[src/rtl/rr_port_alloc.sv]
module rr_port_alloc #(
  parameter int N_REQ = 3
) (
  input  logic             clk,
  input  logic             rst_n,
  input  logic [N_REQ-1:0] req_i,
  input  logic             release_i,
  output logic [N_REQ-1:0] sel_o,
  output logic [N_REQ-1:0] grant_o,
  output logic [N_REQ-1:0] reject_o
);
  localparam int IW = (N_REQ > 1) ? $clog2(N_REQ) : 1;

  logic [N_REQ-1:0] owner_q, grant_q, reject_q, win;
  logic [IW-1:0]    last_q, win_idx;
  logic             busy;

  assign busy = |owner_q;

  always_comb begin
    win     = '0;
    win_idx = last_q;
    for (int k = N_REQ; k >= 1; k--) begin
      int j;
      j = (int'(last_q) + k) % N_REQ;
      if (req_i[j]) begin
        win     = '0;
        win[j]  = 1'b1;
        win_idx = IW'(j);
      end
    end
  end

  always_ff @(posedge clk) begin
    if (!rst_n) begin
      owner_q  <= '0;
      grant_q  <= '0;
      reject_q <= '0;
      last_q   <= IW'(N_REQ - 1);
    end else begin
      grant_q  <= '0;
      reject_q <= '0;
      if (busy) begin
        if (release_i) owner_q <= '0;
        else reject_q <= req_i & ~owner_q;
      end else if (|req_i) begin
        owner_q  <= win;
        grant_q  <= win;
        reject_q <= req_i & ~win;
        last_q   <= win_idx;
      end
    end
  end

  assign sel_o    = owner_q;
  assign grant_o  = grant_q;
  assign reject_o = reject_q;
endmodule


[config.mk]
export PLATFORM = sky130hd
export DESIGN_NAME = rr_port_alloc
export DESIGN_NICKNAME = d
export VERILOG_FILES = /design/src/rtl/rr_port_alloc.sv
export SDC_FILE = /design/constraint.sdc
export NUM_CORES = 1
export LEC_CHECK = 0
export BUFFER_PORTS_ARGS = -buffer_cell sky130_fd_sc_hd__buf_4
export CAP_MARGIN = 20
export CELL_PAD_IN_SITES_DETAIL_PLACEMENT = 1
export CELL_PAD_IN_SITES_GLOBAL_PLACEMENT = 1
export CORE_AREA = 2 2 53 50
export DETAILED_ROUTE_END_ITERATION = 6
export DIE_AREA = 0 0 55 52
export GPL_ROUTABILITY_DRIVEN = 0
export HOLD_SLACK_MARGIN = 0.02
export MAX_ROUTING_LAYER = met4
export PLACE_DENSITY = 0.74
export REMOVE_ABC_BUFFERS = 1
export SYNTH_ARGS = -nofsm -noshare
export SYNTH_HDL_FRONTEND = slang
export SYNTH_SLANG_ARGS = --single-unit
[constraint.sdc]
create_clock -name clk -period 1.9 [get_ports clk]
set_input_delay 0.38 -clock clk [delete_from_list [all_inputs] [get_ports clk]]
set_output_delay 0.38 -clock clk [all_outputs]
set_load 0.01 [all_outputs]
# Word level (Yosys, flattened, before mapping)
# Index checks and enable logic that the tools add are counted.
totals:
  output_inout_bits: 9
  word_cells: 61
  reg_bits: 11
op_classes:
  n_lt_le_gt_ge: 6
  muxes: 27
  n_eq_ne: 1
  div: 3
  reduce_logical: 10
  addsub: 3
  bitwise_logic: 7
op_table:
  columns: ["cell", "count"]
  rows:
  - ["32-bit by 1-bit >= comparator with 1-bit output, second input constant", 3]
  - ["32-bit by 4-bit less-than comparator with 1-bit output, second input constant", 3]
  - ["32-bit by 3-bit remainder unit with 32-bit output, second input constant", 3]
  - ["3-bit two-way mux", 9]
  - ["1-bit two-way mux", 9]
  - ["2-bit by 2-bit adder with 3-bit output, second input constant", 2]
  - ["3-bit AND", 2]
  - ["1-bit binary-select mux with 2-bit select", 3]
  - ["1-bit demux with 2-bit select", 3]
  - ["2-bit two-way mux", 3]
  - ["3-bit inverter", 2]
  - ["3-bit OR reduction", 2]
  - ["5-bit OR reduction", 1]
  - ["2-bit by 1-bit adder with 3-bit output, second input constant", 1]
  - ["1-bit logical AND", 3]
  - ["1-bit inverter", 3]
  - ["3-bit AND reduction", 1]
  - ["3-bit nonzero test", 1]
  - ["2-bit != test, second input constant", 1]
  - ["2-bit AND reduction", 1]
  - ["2-bit nonzero test", 1]

# Logic depth before layout (Yosys ltp)
# Gate-level depths: netlist of run 1.
depth:
  word_depth: 13
  depth_mapped: 8
  depth_no_buf: 7

# Worst setup path after synthesis of run 1
# Ideal clock, no wire load.
synth_path:
  path_type: "register to register"
  from: "register last_q[0]"
  to: "register reject_q[0], in the netlist reject_o[0]"
  path_stages_with_launch: 9
  arrival_time_ns: 1.890
  path_slack_ns: -0.094
  period_less_slack_ns: 1.994
  path_cell_list: "dfxtp_1 > inv_1 > ha_1 > buf_6 > mux2_4 > a211o_1 > o21ai_2 > a31oi_2 > a2111oi_2"
synth_between:
  elab_chain_cells: 13
  elab_cells_between_ends: 37
  classes_between: "3 x add/sub; 3 x div; 6 x order compare; 20 x mux; 2 x bitwise; 3 x reduce/logical"
synth_rtl:
  columns: ["item", "line", "source"]
  rows:
  - ["start: declaration", "15", "logic [IW-1:0] last_q, win_idx;"]
  - ["start signal: assignment", "39", "last_q <= IW'(N_REQ - 1);"]
  - ["start signal: assignment", "50", "last_q <= win_idx;"]
  - ["2-bit by 2-bit adder with 3-bit output", "25", "j = (int'(last_q) + k) % N_REQ;"]
  - ["32-bit by 3-bit remainder unit with 32-bit output", "25", null]
  - ["32-bit by 1-bit >= comparator with 1-bit output (not written as such) / 32-bit by 4-bit less-than comparator with 1-bit output (equally long branches)", "28", "win[j] = 1'b1;"]
  - ["1-bit logical AND (not written as such)", "28", null]
  - ["1-bit two-way mux (not written as such)", "28", null]
  - ["1-bit demux with 2-bit select", "28", null]
  - ["3-bit two-way mux (2 in series)", "26", "if (req_i[j]) begin"]
  - ["3-bit two-way mux *", "26", null]
  - ["3-bit inverter *", "49", "reject_q <= req_i & ~win;"]
  - ["3-bit AND *", "49", null]
  - ["3-bit two-way mux *", "46", "end else if (|req_i) begin"]
  - ["3-bit two-way mux *", "43", "if (busy) begin"]
  - ["end signal: assignment", "45", "else reject_q <= req_i & ~owner_q;"]
  - ["end signal: assignment", "49", null]
  - ["end: declaration", "14", "logic [N_REQ-1:0] owner_q, grant_q, reject_q, win;"]
# Every way passes the cells marked *; elsewhere a longest branch is shown, timed or not. The select of a mux whose other input is x is not followed.
# A chain may end at the register's enable or synchronous reset.

# Worst setup path in the final report of run 1
# Ends and elaborated chain as after synthesis.

==> flow_summary.ini, run 1 <==
[logic_synthesis]
yosysMostFrequentCell = dfxtp_1
syn-instance-count = 91
synth_top_area_cell = dfxtp_1
ys_top_cells_by_area = dfxtp_1, ha_1, mux2i_4
synth-edff-count = 0
synth_area_per_cell_um2 = 8.73
async_flop_share = 0
synth_area_um2 = 795
synth_top_area_share = 0.277
synth_cell_types = 44
synth_warnings = 0
synthFlopType = dfxtp_1
synth_common_cells = dfxtp_1, nand2_1, nor2_1
ys_seq_area_frac = 0.277
ys_ff_latch = 11

[clock_network]
cts_hold_buf = 0
clockBufferDepth = 2
cts_sinks = 11
cts_tree = done
cts_buffers = 3
root_buffer = clkbuf_4
clk_pin_slew_ps = 70
htree_num_levels = 1
clk_latency_ps = 270

[sta]
relSlewSlack = 0.668
finClkSkew_ps = 0.652
worst_slack_ps = 40.6
slew_viol_final = 0
timing.final.crit_share = 0.979
min_period_ps = 1860
finalSetupViolCount = 0
tns_ps = 0
final-hold-violation-count = 0
max_freq_mhz = 538
tightest_slew_ps = 494

[floorplanning]
die_h_um = 52
die_x_um = 55
dieArea_um2 = 2860
initial_utilization = 0.340
row_count = 17
core_region_area_um2 = 2340
io_pins = 15

[global_route]
antenna_found_initial = 0
grt_pass1_wl_mm = 3.81
gr-total-overflow = 0
grtUsageTotal = 0.193
grt_pass1_vias = 791
grt_max_degree = 12

[pwr]
p_leak_nw = 0.464
ir_drop_uv = 718
powerDensity_nw_per_um2 = 1700
p_total_w = 0.00190

[place]
hpwlAfterDp_mm = 1.80
pre_cts_ws_ps = -116
port_buffers = 14

[setup_path]
endpoint_kind = register
max_stage_delay_ps = 340
reg2reg_slack_ps = 40
cp_slowest_cell = dfxtp_2
reg2reg_depth = 7
worst-setup-path-type = reg -> reg
worstPathArrival_ps = 2040
start_kind = register
required_ps = 2080
critPathMaxFanout = 4
crit_chain = inv_2, ha_4, mux2_4, a211o_1, o21ai_2, a31oi_4, a2111oi_4

[cells_and_area]
drive_gt1_frac = 0.491
num-fill-cells = 270
area_growth_pct = 41.3
antennaDiodeCount = 0
finalNetCount = 125

[detailed_routing]
num_vias = 794
avgRoutedWirePerCell_um = 18.2
first_pass_iters = 3
drtIter0Drc = 8
final_antenna_net_count = 0
route.detailed.drc = 0
drt_wl_total_mm = 2.59
vias_per_cell = 5.59

[worst_hold_path]
holdCritPathClass = in -> reg
min_path_cells = 2

[run_status]
status = completed

[flow_run]
maxCapViolCount = 0
[critical path, delay by kind of cell, from the launching register on]
family | cells | cell delay [ps]
buf+inv | 1 | 50
flops | 1 | 340
mux | 1 | 320
compound gates | 4 | 770
fa+ha+maj | 1 | 280
[area by class of cell]
class	instances	area (um2)	share of cell area
clock buffers	4	26.3	0.0234
flip-flops and latches	11	223	0.198
multi-input cells	69	629	0.561
well taps	28	35.0	0.0312
repair buffers	25	188	0.167
inverters	5	21.3	0.0190
[layer usage]
| layer | GRT usage | part of all wire | up-vias |
|---|---|---|---|
| met1 | 0.242 | 0.44 | 403 |
| met5 | - | 0 | - |
| met4 | 0.0610 | 0 | 0 |
| met2 | 0.292 | 0.53 | 8 |
| met3 | 0.0632 | 0.026 | 0 |
| li1 | - | - | 383 |
[logic make-up after synthesis]
family,share of synthesized area
DFF,0.277
AOI/OAI and AO/OA,0.280
muxes,0.0866
adders and majority gates,0.0630
and+or+nand+nor,0.227
buffers and inverters,0.0661
[what timing repair did]
item / in CTS / in global routing
pin swaps: 4 / 5
endpoints found under the setup margin: 8 / 10
setup buffers: 0 / 1
gates resized for setup: 4 / 20
gates cloned: 0 / 0
[registers in the layout, indices dropped and copies added, names as in the netlist]
signal / count
sel_o: 3
grant_o: 3
reject_o: 3
last_q: 2
[where the power goes]
group	leakage (nW)	internal (W)	switching (W)
Sequential	0.0906	0.000319	0.0000658
Combinational	0.359	0.000659	0.000698
Clock	0.0150	0.0000815	0.0000808
Total	0.464	0.00106	0.000845
[per-stage QoR]
stage	cells	hold WS (ps)	area [um2]	util
2_1_floorplan	85	498	761	-
3_3_place_gp	137	528	976	0.417
3_5_place_dp	137	542	976	0.417
4_1_cts	141	386	1020	0.436
5_1_grt	142	416	1120	0.480
6_report	142	400	1120	0.480
[cell usage in the layout, fill, tap and decap left out, types with 3 or more instances in the layout]
| master | count |
|---|---|
| dfxtp_1 | 9 |
| o21ai_2 | 3 |
| nor2_1 | 5 |
| clkbuf_4 | 3 |
| nor3_1 | 4 |
| o21ai_0 | 4 |
| buf_4 | 25 |
| nand2_1 | 6 |
[final timing paths]
path,startpoint,to
hold reg to reg,sel_o[2],reject_o[2]
hold / removal,rst_n,last_q[1]
setup / recovery,last_q[0],reject_o[0]
setup reg to reg,last_q[0],reject_o[0]
Note: power is estimated with default switching activity, not from simulation.
==> run 2: changes to the inputs <==
--- a/config.mk
+++ b/config.mk
@@ -5,6 +5,7 @@
 export SDC_FILE = /design/constraint.sdc
 export NUM_CORES = 1
 export LEC_CHECK = 0
+export ABC_AREA = 1
 export BUFFER_PORTS_ARGS = -buffer_cell sky130_fd_sc_hd__buf_4
 export CAP_MARGIN = 20
 export CELL_PAD_IN_SITES_DETAIL_PLACEMENT = 1
@@ -15,7 +16,7 @@
 export GPL_ROUTABILITY_DRIVEN = 0
 export HOLD_SLACK_MARGIN = 0.02
 export MAX_ROUTING_LAYER = met4
-export PLACE_DENSITY = 0.74
+export PLACE_DENSITY = 0.73
 export REMOVE_ABC_BUFFERS = 1
 export SYNTH_ARGS = -nofsm -noshare
 export SYNTH_HDL_FRONTEND = slang
==> run 2 against run 1 <==
Compared with the run above:
- sequential share of layout area grew 5.0 points
- largest power group unchanged
- cell count grew 7.7%
- first-iteration DRC count grew 88%
- worst setup slack gained 130 ps
- via count shrank 10%
- register-to-register slack gained 130 ps
- sequential cell count is the same
- sequential power shrank 3%
==> flow_summary.ini, run 2 <==
[pwr]
p_comb_frac = 0.655
swShare = 0.504
pwr-share-clk = 0.107
powerDensity_nw_per_um2 = 1760
intPower_w = 0.000774
pwr-share-seq = 0.239
ir_drop_uv = 678
p_sw_w = 0.000786
p_leak_nw = 0.489

[global_route]
grt_pass1_wl_mm = 2.93
grt_max_degree = 8
grt_pass1_vias = 665
antenna_found_initial = 0
gr-total-overflow = 0
grtUsageTotal = 0.150

[logic_synthesis]
synth_top_area_share = 0.306
synth_warnings = 0
synthAdderAreaFrac = 0.0694
synthXorXnorAreaFrac = 0
syn-instance-count = 107
synthSimpleGateAreaFrac = 0.422
synthFlopType = dfxtp_1
synth_cell_types = 21
synth_compound_area_frac = 0.0990
synth_top_family_by_area = simple AND/OR/NAND/NOR gates
ys_top_cells_by_area = dfxtp_1, nand2_1, inv_1
async_flop_share = 0
ys_ff_latch = 11
synthMuxAreaShare = 0
synth-edff-count = 0
ys_seq_area_frac = 0.306
synth_area_per_cell_um2 = 6.74
yosysMostFrequentCell = nand2_1
synth_top_area_cell = dfxtp_1
synth_area_um2 = 721
synth_common_cells = nand2_1, inv_1, dfxtp_1, nand3_1, nor2_1

[place]
hpwlAfterDp_mm = 1.49
port_buffers = 14

[floorplanning]
row_count = 17
io_pins = 15
die_h_um = 52
initial_utilization = 0.308
die_x_um = 55
dieArea_um2 = 2860
core_region_area_um2 = 2340

[setup_path]
reg2reg_slack_ps = 170
cp-startpoint = last_q[0]
timing.rr.end = last_q[0]
crit_chain = inv_1, ha_1, inv_2, nand3_1, nand2_2, nand2_4, o21ai_2, nand2_1, nand2_1, nor2_1
required_ps = 2080
start_kind = register
critPathMaxFanout = 6
reg2reg_depth = 10
worstPathArrival_ps = 1910
max_stage_delay_ps = 410
worst_path_most_repeated_cell = nand2_1
path_delay_family = simple AND/OR/NAND/NOR gates
endpoint_kind = register
worst-setup-path-type = reg -> reg
cp.buffers_inverters = 2
r2r_start = last_q[0]
cp_slowest_cell = ha_1

[sta]
timing.final.crit_share = 0.909
finalSetupViolCount = 0
whs_ps = 328
max_freq_mhz = 579
tns_ps = 0
slew_viol_final = 0
tightest_slew_ps = 390
finClkSkew_ps = 13.6
min_period_ps = 1730
relSlewSlack = 0.738
final-hold-violation-count = 0
grt_setup_unrepaired = no

[clock_network]
clk_latency_ps = 280
htree_num_levels = 1
clk_pin_slew_ps = 80
cts_buffers = 3
root_buffer = clkbuf_4
cts_sinks = 11
cts_hold_buf = 0
clockBufferDepth = 2
cts_setup_buffers = 0
cts_tree = done
postCtsResizedCells = 0

[cells_and_area]
num-fill-cells = 307
final_common_cell = nand2_1
area_growth_pct = 23.1
antennaDiodeCount = 0
final-seq-area_um2 = 220
multi_input_comb_area_um2 = 425
drive_gt1_frac = 0.280
finalNetCount = 136
layout_common_cells = nand2_1, inv_1, buf_4

[detailed_routing]
route.detailed.drc = 0
final_antenna_net_count = 0
drtIter0Drc = 15
first_pass_iters = 4
drt_wl_total_mm = 1.76
avgRoutedWirePerCell_um = 11.5
vias_per_cell = 4.66
num_vias = 713

[worst_hold_path]
holdCritPathClass = in -> reg
min_from = rst_n
min_to = last_q[1]
min_path_cells = 2

[run_status]
status = completed

[flow_run]
maxCapViolCount = 0
==> run 2: cell count changes in the layout (fill, tap and decap cells not counted), sizes merged, moves of 3 or more <==
cell / delta
mux2i: -3
a31oi: -3
inv: +15
nand2b: -3
a211oi: -3
nand2: +26
nor2b: -3
nor2: +5
nand3: +12
buf: -11
==> run 2: layer usage <==
metal,wire (um),GRT usage
met5,0,-
met4,22,0.0447
met3,70,0.0603
met2,844,0.224
met1,819,0.184
==> run 2: metrics by stage <==
stage	cell area [um2]	total power, W	setup WS, ps	util	std cells
finish	887	0.00156	173	0.379	153
global route	887	0.00175	4.62	0.379	153
CTS	887	0.00158	155	0.379	153
detailed placement	861	0.00141	171	0.368	149
global placement	861	0.00140	219	0.368	149
floorplan	721	0.00113	353	-	107
==> run 2: worst max path at each step <==
stage | endpoint | cells after the start | slack, ps
after floorplan | last_q[0] | 10 | 350
after global placement | last_q[0] | 10 | 220
after detailed placement | last_q[0] | 10 | 170
after CTS | last_q[0] | 10 | 150
after global routing | last_q[0] | 10 | 5
final | last_q[0] | 10 | 170
==> run 2: kinds of logic (layout without fill, tap and decap cells) <==
group | count (synthesis) | in the layout
fa+ha+maj | 4 | 4
buf+inv | 20 | 38
compound gates | 11 | 11
flops | 11 | 11
simple gates | 61 | 61
==> run 2: area by class of cell <==
class,instances,area share
Clock buffer,4,0.0296
Inverter,20,0.0846
Multi-Input combinational cell,76,0.480
Sequential cell,11,0.248
Tap cell,28,0.0395
Timing Repair Buffer,14,0.118
==> run 2: worst reg2reg max path: stages, from the launching register on <==
cell,delay (ps)
dfxtp_1,370
inv_1,80
ha_1,410
inv_2,120
nand3_1,130
nand2_2,140
nand2_4,70
o21ai_2,150
nand2_1,70
nand2_1,60
nor2_1,30
==> run 2: power groups by stage <==
stage               Clock [W]  Sequential [W]  Combinational (W)
finish               0.000166        0.000372            0.00102
global route         0.000187        0.000387            0.00118
CTS                  0.000173        0.000375            0.00104
detailed placement          0        0.000380            0.00103
global placement            0        0.000377            0.00102
floorplan                   0        0.000407           0.000727
